File: config.mk
export PLATFORM = sky130hd
export DESIGN_NAME = ucmd_decoder
export DESIGN_NICKNAME = d
export VERILOG_FILES = /design/src/rtl/ucmd_pkg.sv /design/src/rtl/ucmd_gap.sv /design/src/rtl/ucmd_dirctl.sv /design/src/rtl/ucmd_misc.sv /design/src/rtl/ucmd_decoder.sv
export SDC_FILE = /design/constraint.sdc
export NUM_CORES = 1
export LEC_CHECK = 0
export ABC_AREA = 1
export BUFFER_PORTS_ARGS = -buffer_cell sky130_fd_sc_hd__buf_2
export CELL_PAD_IN_SITES_DETAIL_PLACEMENT = 2
export CELL_PAD_IN_SITES_GLOBAL_PLACEMENT = 2
export CORE_MARGIN = 5
export CORE_UTILIZATION = 29
export CTS_CLUSTER_SIZE = 12
export DETAILED_ROUTE_END_ITERATION = 6
export GPL_ROUTABILITY_DRIVEN = 0
export PLACE_DENSITY_LB_ADDON = 0.25
export SETUP_SLACK_MARGIN = 0.2
export SYNTH_ARGS = -nofsm -noshare
export SYNTH_HDL_FRONTEND = slang
export SYNTH_SLANG_ARGS = --single-unit
File: constraint.sdc
create_clock -name clk -period 2.2 [get_ports clk]
set_input_delay 0.22 -clock clk [delete_from_list [all_inputs] [get_ports clk]]
set_output_delay 0.22 -clock clk [all_outputs]
set_load 0.01 [all_outputs]
File: src/rtl/ucmd_pkg.sv
package ucmd_pkg;

  typedef enum logic [3:0] {
    MC_NOP     = 4'h0,
    MC_MR_ONE  = 4'h1,
    MC_RX_RST  = 4'h2,
    MC_TX_RST  = 4'h3,
    MC_ERR_CLR = 4'h4,
    MC_BRK_CLR = 4'h5,
    MC_BRK_ON  = 4'h6,
    MC_BRK_OFF = 4'h7,
    MC_RTS_LO  = 4'h8,
    MC_RTS_HI  = 4'h9,
    MC_TMO_ON  = 4'hA,
    MC_MR_ZERO = 4'hB,
    MC_TMO_OFF = 4'hC,
    MC_SPARE   = 4'hD,
    MC_PD_ON   = 4'hE,
    MC_PD_OFF  = 4'hF
  } misc_code_e;

  // Next enable level of one direction: a forced reset or an off bit beats an on bit.
  function automatic logic dir_next(input logic cur, input logic off_b,
                                    input logic on_b, input logic kill);
    if (kill || off_b) return 1'b0;
    if (on_b) return 1'b1;
    return cur;
  endfunction

  // A code takes part in the spacing rule unless it is the no-op.
  function automatic logic code_spaced(input misc_code_e c);
    return c != MC_NOP;
  endfunction

  // A code may pass while powered down only if it is the exit.
  function automatic logic code_passes_pd(input misc_code_e c, input logic pd);
    return !pd || (c == MC_PD_OFF);
  endfunction

endpackage

File: src/rtl/ucmd_gap.sv
module ucmd_gap #(
  parameter int unsigned MIN_GAP = 3
) (
  input  logic clk,
  input  logic rst_n,
  input  logic req,
  output logic ok,
  output logic viol
);
  localparam int unsigned CW = $clog2(MIN_GAP + 1);
  localparam logic [CW-1:0] RELOAD = CW'(MIN_GAP - 1);

  logic [CW-1:0] left_q;
  logic          drop;

  assign ok   = req && (left_q == '0);
  assign drop = req && (left_q != '0);

  always_ff @(posedge clk or negedge rst_n) begin
    if (!rst_n) begin
      left_q <= '0;
      viol   <= 1'b0;
    end else begin
      if (ok) left_q <= RELOAD;
      else if (left_q != '0) left_q <= left_q - 1'b1;
      if (drop) viol <= 1'b1;
    end
  end

  // Independent edge counter since the last accepted command, used only by the checks.
  logic [CW-1:0] since_q;
  always_ff @(posedge clk or negedge rst_n) begin
    if (!rst_n) since_q <= CW'(MIN_GAP);
    else if (ok) since_q <= CW'(1);
    else if (since_q != CW'(MIN_GAP)) since_q <= since_q + 1'b1;
  end

  AST_GAP_KEPT: assert property (@(posedge clk) disable iff (!rst_n)
    ok |-> since_q == CW'(MIN_GAP));
  AST_VIOL_STICKY: assert property (@(posedge clk) disable iff (!rst_n)
    viol |=> viol);
  AST_VIOL_ON_DROP: assert property (@(posedge clk) disable iff (!rst_n)
    (req && since_q != CW'(MIN_GAP)) |=> viol);

endmodule

File: src/rtl/ucmd_dirctl.sv
module ucmd_dirctl
  import ucmd_pkg::*;
(
  input  logic       clk,
  input  logic       rst_n,
  input  logic       live,
  input  logic [3:0] low_bits,
  input  logic [1:0] kill,
  output logic [1:0] en
);
  // Direction index 1 = transmitter (bits 3/2), 0 = receiver (bits 1/0).
  for (genvar g = 0; g < 2; g++) begin : g_dir
    logic off_b, on_b, nxt;
    assign off_b = live && low_bits[2*g+1];
    assign on_b  = live && low_bits[2*g];
    assign nxt   = dir_next(en[g], off_b, on_b, kill[g]);

    always_ff @(posedge clk or negedge rst_n) begin
      if (!rst_n) en[g] <= 1'b0;
      else        en[g] <= nxt;
    end

    AST_OFF_WINS: assert property (@(posedge clk) disable iff (!rst_n)
      (off_b && on_b) |=> !en[g]);
    AST_ON_TAKES: assert property (@(posedge clk) disable iff (!rst_n)
      (on_b && !off_b && !kill[g]) |=> en[g]);
  end

endmodule

File: src/rtl/ucmd_misc.sv
module ucmd_misc
  import ucmd_pkg::*;
#(
  parameter int unsigned MRP_W = 2
) (
  input  logic             clk,
  input  logic             rst_n,
  input  logic             ok,
  input  misc_code_e       code,
  output logic             tx_kill,
  output logic             rx_kill,
  output logic             tx_rst_p,
  output logic             rx_rst_p,
  output logic             err_clr_p,
  output logic             brk_clr_p,
  output logic             tmo_arm_p,
  output logic             rts_n,
  output logic             tmo_mode,
  output logic             pwr_down,
  output logic [MRP_W-1:0] mr_ptr
);
  localparam logic [MRP_W-1:0] MR_FIRST = MRP_W'(1);

  logic hit_rts_lo, hit_rts_hi, hit_tmo_on, hit_tmo_off, hit_pd_on, hit_pd_off;
  logic hit_mr_one, hit_mr_zero;

  assign tx_kill     = ok && code == MC_TX_RST;
  assign rx_kill     = ok && code == MC_RX_RST;
  assign hit_rts_lo  = ok && code == MC_RTS_LO;
  assign hit_rts_hi  = ok && code == MC_RTS_HI;
  assign hit_tmo_on  = ok && code == MC_TMO_ON;
  assign hit_tmo_off = ok && code == MC_TMO_OFF;
  assign hit_pd_on   = ok && code == MC_PD_ON;
  assign hit_pd_off  = ok && code == MC_PD_OFF;
  assign hit_mr_one  = ok && code == MC_MR_ONE;
  assign hit_mr_zero = ok && code == MC_MR_ZERO;

  always_ff @(posedge clk or negedge rst_n) begin
    if (!rst_n) begin
      tx_rst_p  <= 1'b0;
      rx_rst_p  <= 1'b0;
      err_clr_p <= 1'b0;
      brk_clr_p <= 1'b0;
      tmo_arm_p <= 1'b0;
    end else begin
      tx_rst_p  <= tx_kill;
      rx_rst_p  <= rx_kill;
      err_clr_p <= ok && code == MC_ERR_CLR;
      brk_clr_p <= ok && code == MC_BRK_CLR;
      tmo_arm_p <= hit_tmo_on;
    end
  end

  always_ff @(posedge clk or negedge rst_n) begin
    if (!rst_n) begin
      rts_n    <= 1'b1;
      tmo_mode <= 1'b0;
      pwr_down <= 1'b0;
      mr_ptr   <= '0;
    end else begin
      if (hit_rts_lo)       rts_n <= 1'b0;
      else if (hit_rts_hi)  rts_n <= 1'b1;
      if (hit_tmo_on)       tmo_mode <= 1'b1;
      else if (hit_tmo_off) tmo_mode <= 1'b0;
      if (hit_pd_on)        pwr_down <= 1'b1;
      else if (hit_pd_off)  pwr_down <= 1'b0;
      if (hit_mr_one)       mr_ptr <= MR_FIRST;
      else if (hit_mr_zero) mr_ptr <= '0;
    end
  end

  AST_RTS_LOW: assert property (@(posedge clk) disable iff (!rst_n)
    hit_rts_lo |=> !rts_n);
  AST_TMO_ARM_ONCE: assert property (@(posedge clk) disable iff (!rst_n)
    tmo_arm_p |=> !tmo_arm_p);
  AST_PULSE_SOLO: assert property (@(posedge clk) disable iff (!rst_n)
    $onehot0({tx_rst_p, rx_rst_p, err_clr_p, brk_clr_p, tmo_arm_p}));

endmodule

File: src/rtl/ucmd_decoder.sv
module ucmd_decoder
  import ucmd_pkg::*;
#(
  parameter int unsigned MIN_GAP = 3,
  parameter int unsigned MRP_W   = 2
) (
  input  logic             clk,
  input  logic             rst_n,
  input  logic             wr_en,
  input  logic [7:0]       wr_data,
  output logic             tx_en,
  output logic             rx_en,
  output logic             tx_rst_p,
  output logic             rx_rst_p,
  output logic             err_clr_p,
  output logic             brk_clr_p,
  output logic             rts_n,
  output logic             tmo_mode,
  output logic             tmo_arm_p,
  output logic             pwr_down,
  output logic [MRP_W-1:0] mr_ptr,
  output logic             space_viol
);
  misc_code_e code;
  logic       low_live;
  logic       misc_req;
  logic       misc_ok;
  logic       tx_kill, rx_kill;
  logic [1:0] en_vec;

  assign code     = misc_code_e'(wr_data[7:4]);
  assign low_live = wr_en && !pwr_down;
  assign misc_req = wr_en && code_spaced(code) && code_passes_pd(code, pwr_down);

  ucmd_gap #(.MIN_GAP(MIN_GAP)) u_gap (
    .clk   (clk),
    .rst_n (rst_n),
    .req   (misc_req),
    .ok    (misc_ok),
    .viol  (space_viol)
  );

  ucmd_misc #(.MRP_W(MRP_W)) u_misc (
    .clk       (clk),
    .rst_n     (rst_n),
    .ok        (misc_ok),
    .code      (code),
    .tx_kill   (tx_kill),
    .rx_kill   (rx_kill),
    .tx_rst_p  (tx_rst_p),
    .rx_rst_p  (rx_rst_p),
    .err_clr_p (err_clr_p),
    .brk_clr_p (brk_clr_p),
    .tmo_arm_p (tmo_arm_p),
    .rts_n     (rts_n),
    .tmo_mode  (tmo_mode),
    .pwr_down  (pwr_down),
    .mr_ptr    (mr_ptr)
  );

  ucmd_dirctl u_dir (
    .clk      (clk),
    .rst_n    (rst_n),
    .live     (low_live),
    .low_bits (wr_data[3:0]),
    .kill     ({tx_kill, rx_kill}),
    .en       (en_vec)
  );

  assign tx_en = en_vec[1];
  assign rx_en = en_vec[0];

  AST_PD_LOCK: assert property (@(posedge clk) disable iff (!rst_n)
    (pwr_down && wr_en && wr_data[7:4] != 4'hF)
      |=> ($stable({tx_en, rx_en, rts_n, tmo_mode, mr_ptr, space_viol, pwr_down})
           && !tx_rst_p && !rx_rst_p && !err_clr_p && !brk_clr_p && !tmo_arm_p));
  AST_TXRST_DISABLES: assert property (@(posedge clk) disable iff (!rst_n)
    tx_rst_p |-> !tx_en);
  AST_RXRST_DISABLES: assert property (@(posedge clk) disable iff (!rst_n)
    rx_rst_p |-> !rx_en);

endmodule

* Word-level counts from Yosys, hierarchy flattened
Index checks and enable logic that the tools add are counted.
Word-level totals: register bits after elaboration 15, latch bits 0, memory bits (writable) 0, ROM bits 0, bits of input ports 11, output and inout port bits 13, word-level logic and storage cells 85, memories kept 0
Operators by class: add/sub/neg operators 1, multiply operators 0, div/mod/pow operators 0, order comparisons 0, eq/ne operators 12, shift operators 0, multiplexer cells 24, bitwise operators 0, reductions and logical operators 35
Operators with widths (count):
- $eq A4 B4 Y1 const B | 7
- $logic_and A1 B1 Y1 | 21
- $mux W1 | 20
- $reduce_bool A2 Y1 | 8
- $eq A4 B2 Y1 const B | 2
- $eq A4 B3 Y1 const B | 2
- $mux W2 | 4
- $eq A4 B1 Y1 const B | 1
- $reduce_bool A4 Y1 | 1
- $logic_or A1 B1 Y1 | 3
- $logic_not A2 Y1 | 1
- $sub A2 B1 Y2 const B | 1
- $logic_not A1 Y1 | 1

* Logic depth before layout (Yosys ltp)
Gate-level depths: netlist of run 1.
word-level depth 10, mapped depth 7

* By module
Synthesis of run 1 repeated with hierarchy kept, for this count alone.
Second synthesis, totals: cell total of the unflattened synthesis 89, area, all modules 701.9 um^2
By module, submodules not included:
- ucmd_misc | instances 1, cells each 47, area an instance 415.4 um^2
- ucmd_gap | instances 1, cells each 18, area an instance 148.9 um^2
- ucmd_dirctl | instances 1, cells each 12, area an instance 90.1 um^2
- ucmd_decoder | instances 1, cells each 12, area an instance 47.5 um^2

* Worst setup path before layout of run 1
Ideal clock, no wire load.
path kind reg2reg, start register u_gap.left_q[0], end register u_dir.en[0], library setup time 0.118 ns, data arrival time 1.158 ns, path slack 0.925 ns, cell stages (with the launch flop) 7, path buffers 1, cells stage by stage dfrtp_1 -> inv_1 -> ha_1 -> buf_1 -> nand3_4 -> o21bai_1 -> inv_1
On the way: word-level cells in the longest chain between the ends 6, elaborated cells between the ends (all ways) 7, those cells by class mux: 2; reduce/logical: 5
Ends and longest elaborated chain:
- start: declaration | line ucmd_gap.sv:13 | logic [CW-1:0] left_q;
- start signal: assignment | line ucmd_gap.sv:25 | else if (left_q != '0) left_q <= left_q - 1'b1;
- $logic_not A2 Y1 * | line ucmd_gap.sv:16 | assign ok = req && (left_q == '0);
- $logic_and A1 B1 Y1 * | line ucmd_gap.sv:16
- $logic_and A1 B1 Y1 * | line ucmd_misc.sv:28 | assign rx_kill = ok && code == MC_RX_RST;
- $logic_or A1 B1 Y1 * | line ucmd_pkg.sv:25 | if (kill || off_b) return 1'b0;
- $mux W1 * | line ucmd_pkg.sv:25
- $mux W1 or $reduce_bool A2 Y1 (tied branches)
- end signal: indexed assignment | line ucmd_dirctl.sv:20 | else en[g] <= nxt;
- end: declaration | line ucmd_dirctl.sv:9 | output logic [1:0] en
Every way passes the cells marked *; elsewhere a longest branch is shown, timed or not. A chain may end at the register's enable or synchronous reset.

* Final worst setup path of run 1
start register u_gap.left_q[0], end register u_dir.en[1]
On the way: word-level cells in the longest chain between the ends 6, elaborated cells between the ends (all ways) 7, those cells by class mux: 2; reduce/logical: 5
Ends and longest elaborated chain:
- $logic_not A2 Y1 * | line ucmd_gap.sv:16
- $logic_and A1 B1 Y1 * | line ucmd_gap.sv:16
- $logic_and A1 B1 Y1 * | line ucmd_misc.sv:27 | assign tx_kill = ok && code == MC_TX_RST;
- $logic_or A1 B1 Y1 * | line ucmd_pkg.sv:25
- $mux W1 * | line ucmd_pkg.sv:25
- $mux W1 or $reduce_bool A2 Y1 (tied branches)
Marks and branches as above.

==> results of run 1 <==
==> metal layers <==
metal | global-route usage (%) | up-vias
met2 | 21.5 | 13
met3 | 3.89 | 2
met5 | 0 | -
met1 | 13.8 | 307
li1 | - | 330
met4 | 1.90 | 0
==> critical path, cell delays in order, from the launching register on <==
cell and delay [ns]:
dfrtp_1 0.40, inv_1 0.07, ha_1 0.36, nand3_4 0.18, o21bai_1 0.16, inv_1 0.05
==> synth_stat cells <==
cell type  instances
nand3_4            1
inv_1             15
nor2_1            14
or2_1              1
a21oi_1            1
buf_1              1
nand2_1           17
inv_2              1
nand3_1            5
ha_1               1
o21bai_1           3
o21ai_0            2
dfrtp_1           13
dfstp_2            1
nor3_1             3
nand2_2            1
o21ai_1            2
o21ai_4            1
conb_1             1
buf_4              1
nand4_1            4
a21oi_4            1
==> logic make-up after synthesis <==
kind of cell / synth area share (%)
compound gates: 11.0
fa+ha+maj: 1.71
buf+inv: 9.76
flops: 48.1
other cells: 0.513
simple gates: 28.9
==> flip-flops by register name, indices dropped and copies added, names as in the netlist <==
| name | flops |
|---|---|
| u_misc.mr_ptr | 1 |
| u_misc.tx_rst_p | 1 |
| u_misc.rx_rst_p | 1 |
| u_misc.brk_clr_p | 1 |
| u_misc.tmo_mode | 1 |
| u_misc.pwr_down | 1 |
| u_misc.rts_n | 1 |
| u_misc.err_clr_p | 1 |
| u_dir.en | 2 |
| u_gap.viol | 1 |
| u_misc.tmo_arm_p | 1 |
| u_gap.left_q | 2 |
==> power by group through the flow <==
stage / Sequential (mW) / Combinational, mW / Clock, mW
2_1_floorplan: 0.400 / 0.204 / 0
3_3_place_gp: 0.377 / 0.331 / 0
3_5_place_dp: 0.381 / 0.345 / 0
4_1_cts: 0.378 / 0.353 / 0.196
5_1_grt: 0.385 / 0.394 / 0.203
6_report: 0.375 / 0.344 / 0.189
==> final cells by class <==
type / instances / area, um^2 / share of cell area (%)
timing repair buffer: 23 / 120 / 13.2
clock buffer: 4 / 36.3 / 3.97
tap: 30 / 37.5 / 4.11
multi-input combinational: 58 / 308 / 33.7
inverter: 16 / 60.1 / 6.58
sequential: 14 / 352 / 38.5
==> worst max-delay path by stage <==
stage,slack (ns),end
floorplan,0.92,u_dir.en[0]
global placement,0.95,u_dir.en[0]
detailed placement,0.88,u_dir.en[1]
CTS,0.85,u_dir.en[1]
global route,0.74,u_dir.en[0]
finish,0.86,u_dir.en[1]
==> results.cfg, run 1 <==
[placed_design]
dpl.hpwl_um = 1510
dp_slack_ns = 0.876
dpl_cell_area_um2 = 867
portBuffers = 22
dp.cells = 140

[clock_tree]
cts_htree_levels = 1
cts.repair.resized = 0
cts_setup_buffers = 0
clock-sinks = 14
clk_latency_ns = 0.28
numCtsBuffers = 3
hold_buffers = 1
clockRootBuffer = clkbuf_4
cts.clk_slew.worst_paths_ns = 0.09
cts_tree = yes
cts_buffer_depth = 2

[detailed_routing]
drt_iter0_drc = 4
vias_per_cell = 4.50
top_layer = met4
drc = 0
met2RoutedLength_um = 979
wl_per_cell_um = 13.3
dr.pass1.iters = 2
routed_wirelength_um = 1930
met3_length_um = 90
drt-met1-wl_um = 841
via_count = 652
route.antenna.remaining_nets = 0

[power]
switching_share_pct = 38.0
cellLeakagePower_nw = 0.490
irDropWorstVdd_v = 0.000407
power_frac_comb_pct = 37.9
power_density_mw_per_mm2 = 994
p_switching_mw = 0.345
p_clk_share_pct = 20.8
p_seq_share_pct = 41.3
finalPower_mw = 0.908
intPower_mw = 0.563

[layout]
fin_util_pct = 37.6
final_area_um2 = 913
drive_gt1_share_pct = 27.8
nFillCells = 295
final_cell_count_no_fill = 145
diodes = 0
area_growth_pct = 25.0
nets = 128
final_cell_mix = buf_2, nand2_1, inv_1
final_common_cell = buf_2

[timing]
holdWs_ns = 0.254
clock_skew_ns = 0.00517
rsz0062_at_grt = no
maxSlewViolCount = 0
period_share_pct = 60.7
hold_viol = 0
fmax_ghz = 0.749
finalSetupTns_ns = 0
finalSetupViolations = 0
min_period_ns = 1.34
setup_slack_ns = 0.865

[global_routing]
grt_max_degree = 15
antenna_found_initial = 0
grt_usage_pct = 11.9
grt.overflow.total = 0
grt_pass1_vias = 721
grt_pass1_wl_um = 3250

[die]
initial_core_util_pct = 30.0
fp.coreArea_mm2 = 0.00243
dieHeight_um = 60.2
die_area_mm2 = 0.00362
row_count = 18
die_w_um = 60.2
io_pins = 24

[setup_path]
startpoint_type = flop
critPathKind = flop to flop
worstPathArrival_ns = 1.52
r2r_start = u_gap.left_q[0]
critical_path_required_ns = 2.38
endpoint_kind = flop
r2r-end = u_dir.en[1]
r2r_cells = 5
r2r_slack_ns = 0.86
crit_path_max_fanout = 9
crit_start = u_gap.left_q[0]

[worst_hold_path]
worstHoldPathType = input port to flop
whs_path_depth = 3
hp-start = wr_data[5]
min_to = u_misc.tx_rst_p

[synthesis]
synthCells = 90
netlist_area_um2 = 731
yosys_warnings = 0
yosysTopAreaCell = dfrtp_1
synth_top_cell_area_share_pct = 44.5
avgSynthCellArea_um2 = 8.12
syn-num-nets = 102
ys_ff_latch = 14
synth_area_leaders = dfrtp_1, nand2_1, inv_1
yosysSeqAreaShare_pct = 48.1
synth_cell_type_count = 22

[status]
status = finished, final reports clean

[run]
max_cap_violations = 0
Power figures use the tool's default switching activity.
==> run 2, diff against run 1 <==
- CORE_UTILIZATION: 29 -> 24
- clock period: 2.2 -> 1.15 ns (I/O delays scaled with it)
==> run 2 against run 1 <==
Sequential cell count unchanged. Clock-buffer cell count unchanged. Sequential power up 96%. Die area increased by 17%. Critical endpoint is now u_dir.en[0]. Highest routed layer unchanged.
==> results.cfg, run 2 (synthesis results as in run 1) <==
[placed_design]
dpl.hpwl_um = 1830
dp.cells = 154
portBuffers = 22

[clock_tree]
cts_htree_levels = 1
cts.clk_slew.worst_paths_ns = 0.10
clock-sinks = 14
cts_buffer_depth = 2
numCtsBuffers = 3
clk_latency_ns = 0.29
cts_tree = yes
clockRootBuffer = clkbuf_4

[setup_path]
cp_cell_sequence = o21ai_4 > nand3_4 > o21bai_1 > inv_1
r2r_slack_ns = 0.04
startpoint_type = flop
critical_path_required_ns = 1.33
r2r_start = u_misc.pwr_down
critPathKind = flop to flop
endpoint_kind = flop
r2r-end = u_dir.en[0]
crit_path_max_fanout = 8
worstPathArrival_ns = 1.29
max_stage_delay_ns = 0.46
r2r_cells = 4
critical-path-slowest-cell = dfrtp_2

[layout]
seq_area_um2 = 353
nFillCells = 359
area_growth_pct = 50.3
final_cell_count_no_fill = 162
nets = 142
diodes = 0
drive_gt1_share_pct = 47.3
reg.largest.list = u_dir.en x2, u_gap.left_q x2
final_common_cell = buf_2
multi_input_area_um2 = 360
final_cell_mix = buf_2, nor2_1, inv_1, dfrtp_1, buf_4

[timing]
fmax_ghz = 0.903
finalSetupViolations = 0
finalSetupTns_ns = 0
rsz0062_at_grt = yes
clock_skew_ns = 0.00498
min_period_ns = 1.11
period_share_pct = 96.3
maxSlewViolCount = 0
hold_viol = 0

[power]
irDropWorstVdd_v = 0.000440
cellLeakagePower_nw = 0.573
power_density_mw_per_mm2 = 1960

[detailed_routing]
vias_per_cell = 4.70
route.antenna.remaining_nets = 0
drt_iter0_drc = 26
dr.pass1.iters = 4
drc = 0
via_count = 761
routed_wirelength_um = 2390
wl_per_cell_um = 14.8

[worst_hold_path]
worstHoldPathType = input port to flop
whs_path_depth = 4
hp-start = wr_data[6]
min_to = u_misc.mr_ptr[0]

[die]
initial_core_util_pct = 24.5
die_area_mm2 = 0.00425
io_pins = 24
dieHeight_um = 65.2
fp.coreArea_mm2 = 0.00298
row_count = 20
die_w_um = 65.2

[global_routing]
grt_usage_pct = 12.7
grt_pass1_wl_um = 4100
grt_max_degree = 15
antenna_found_initial = 0
grt_pass1_vias = 859
grt.overflow.total = 0

[status]
status = finished, final reports clean

[run]
max_cap_violations = 0
run 2: worst max-delay path: cells and delay by family, from the launching register on:
| family | cells | cell delay (ns) |
|---|---|---|
| buffers and inverters | 1 | 0.06 |
| and+or+nand+nor | 1 | 0.18 |
| AOI/OAI and AO/OA | 2 | 0.29 |
| DFF | 1 | 0.46 |
run 2: cell type report:
class,instances,area share (%)
Clock buffer,4,2.39
Multi-Input combinational cell,58,32.8
Timing Repair Buffer,37,23.2
Sequential cell,14,32.1
Inverter,16,5.69
Tap cell,33,3.76
run 2: layer usage:
| metal | vias to the layer above | track usage (%) | share of wire [%] |
|---|---|---|---|
| li1 | 358 | - | - |
| met1 | 387 | 15.1 | 42 |
| met2 | 12 | 22.4 | 54 |
| met3 | 4 | 1.71 | 2.7 |
| met4 | 0 | 6.22 | 1.7 |
| met5 | - | 0 | 0 |
run 2: how the worst max path moves through the flow:
stage | startpoint | endpoint
detailed placement | u_gap.left_q[1] | u_misc.pwr_down
CTS | u_misc.pwr_down | pwr_down
floorplan | u_gap.left_q[0] | u_dir.en[0]
global route | u_gap.left_q[0] | u_dir.en[0]
finish | u_misc.pwr_down | u_dir.en[0]
global placement | u_gap.left_q[0] | u_gap.left_q[0]
run 2: stage by stage:
stage	setup WS [ns]	total power, mW	cell area (um^2)	hold slack, ns	util (%)
floorplan	0.0692	1.19	738	-0.181	-
detailed placement	-0.0508	1.57	953	0.0496	32.0
global placement	-0.00144	1.51	953	0.0333	32.0
CTS	0.0450	2.07	1050	0.142	35.2
global route	-0.0299	2.33	1100	0.156	36.9
finish	0.0430	2.15	1100	0.137	36.9
run 2: timing repair:
item / 4_1_cts / 5_1_grt
setup endpoints to repair: 17 / 23
hold endpoints to repair: 13 / 0
pin swaps: 4 / 11
resized for setup: 17 / 9
hold buffers: 1 / 0
buffers inserted: 0 / 3
run 2: power breakdown:
group / internal (mW) / leakage [nW] / switching, mW / total (mW)
sequential: 0.640 / 0.174 / 0.0941 / 0.734
clock: 0.135 / 0.0150 / 0.179 / 0.313
combinational: 0.541 / 0.384 / 0.563 / 1.10
total: 1.32 / 0.573 / 0.836 / 2.15
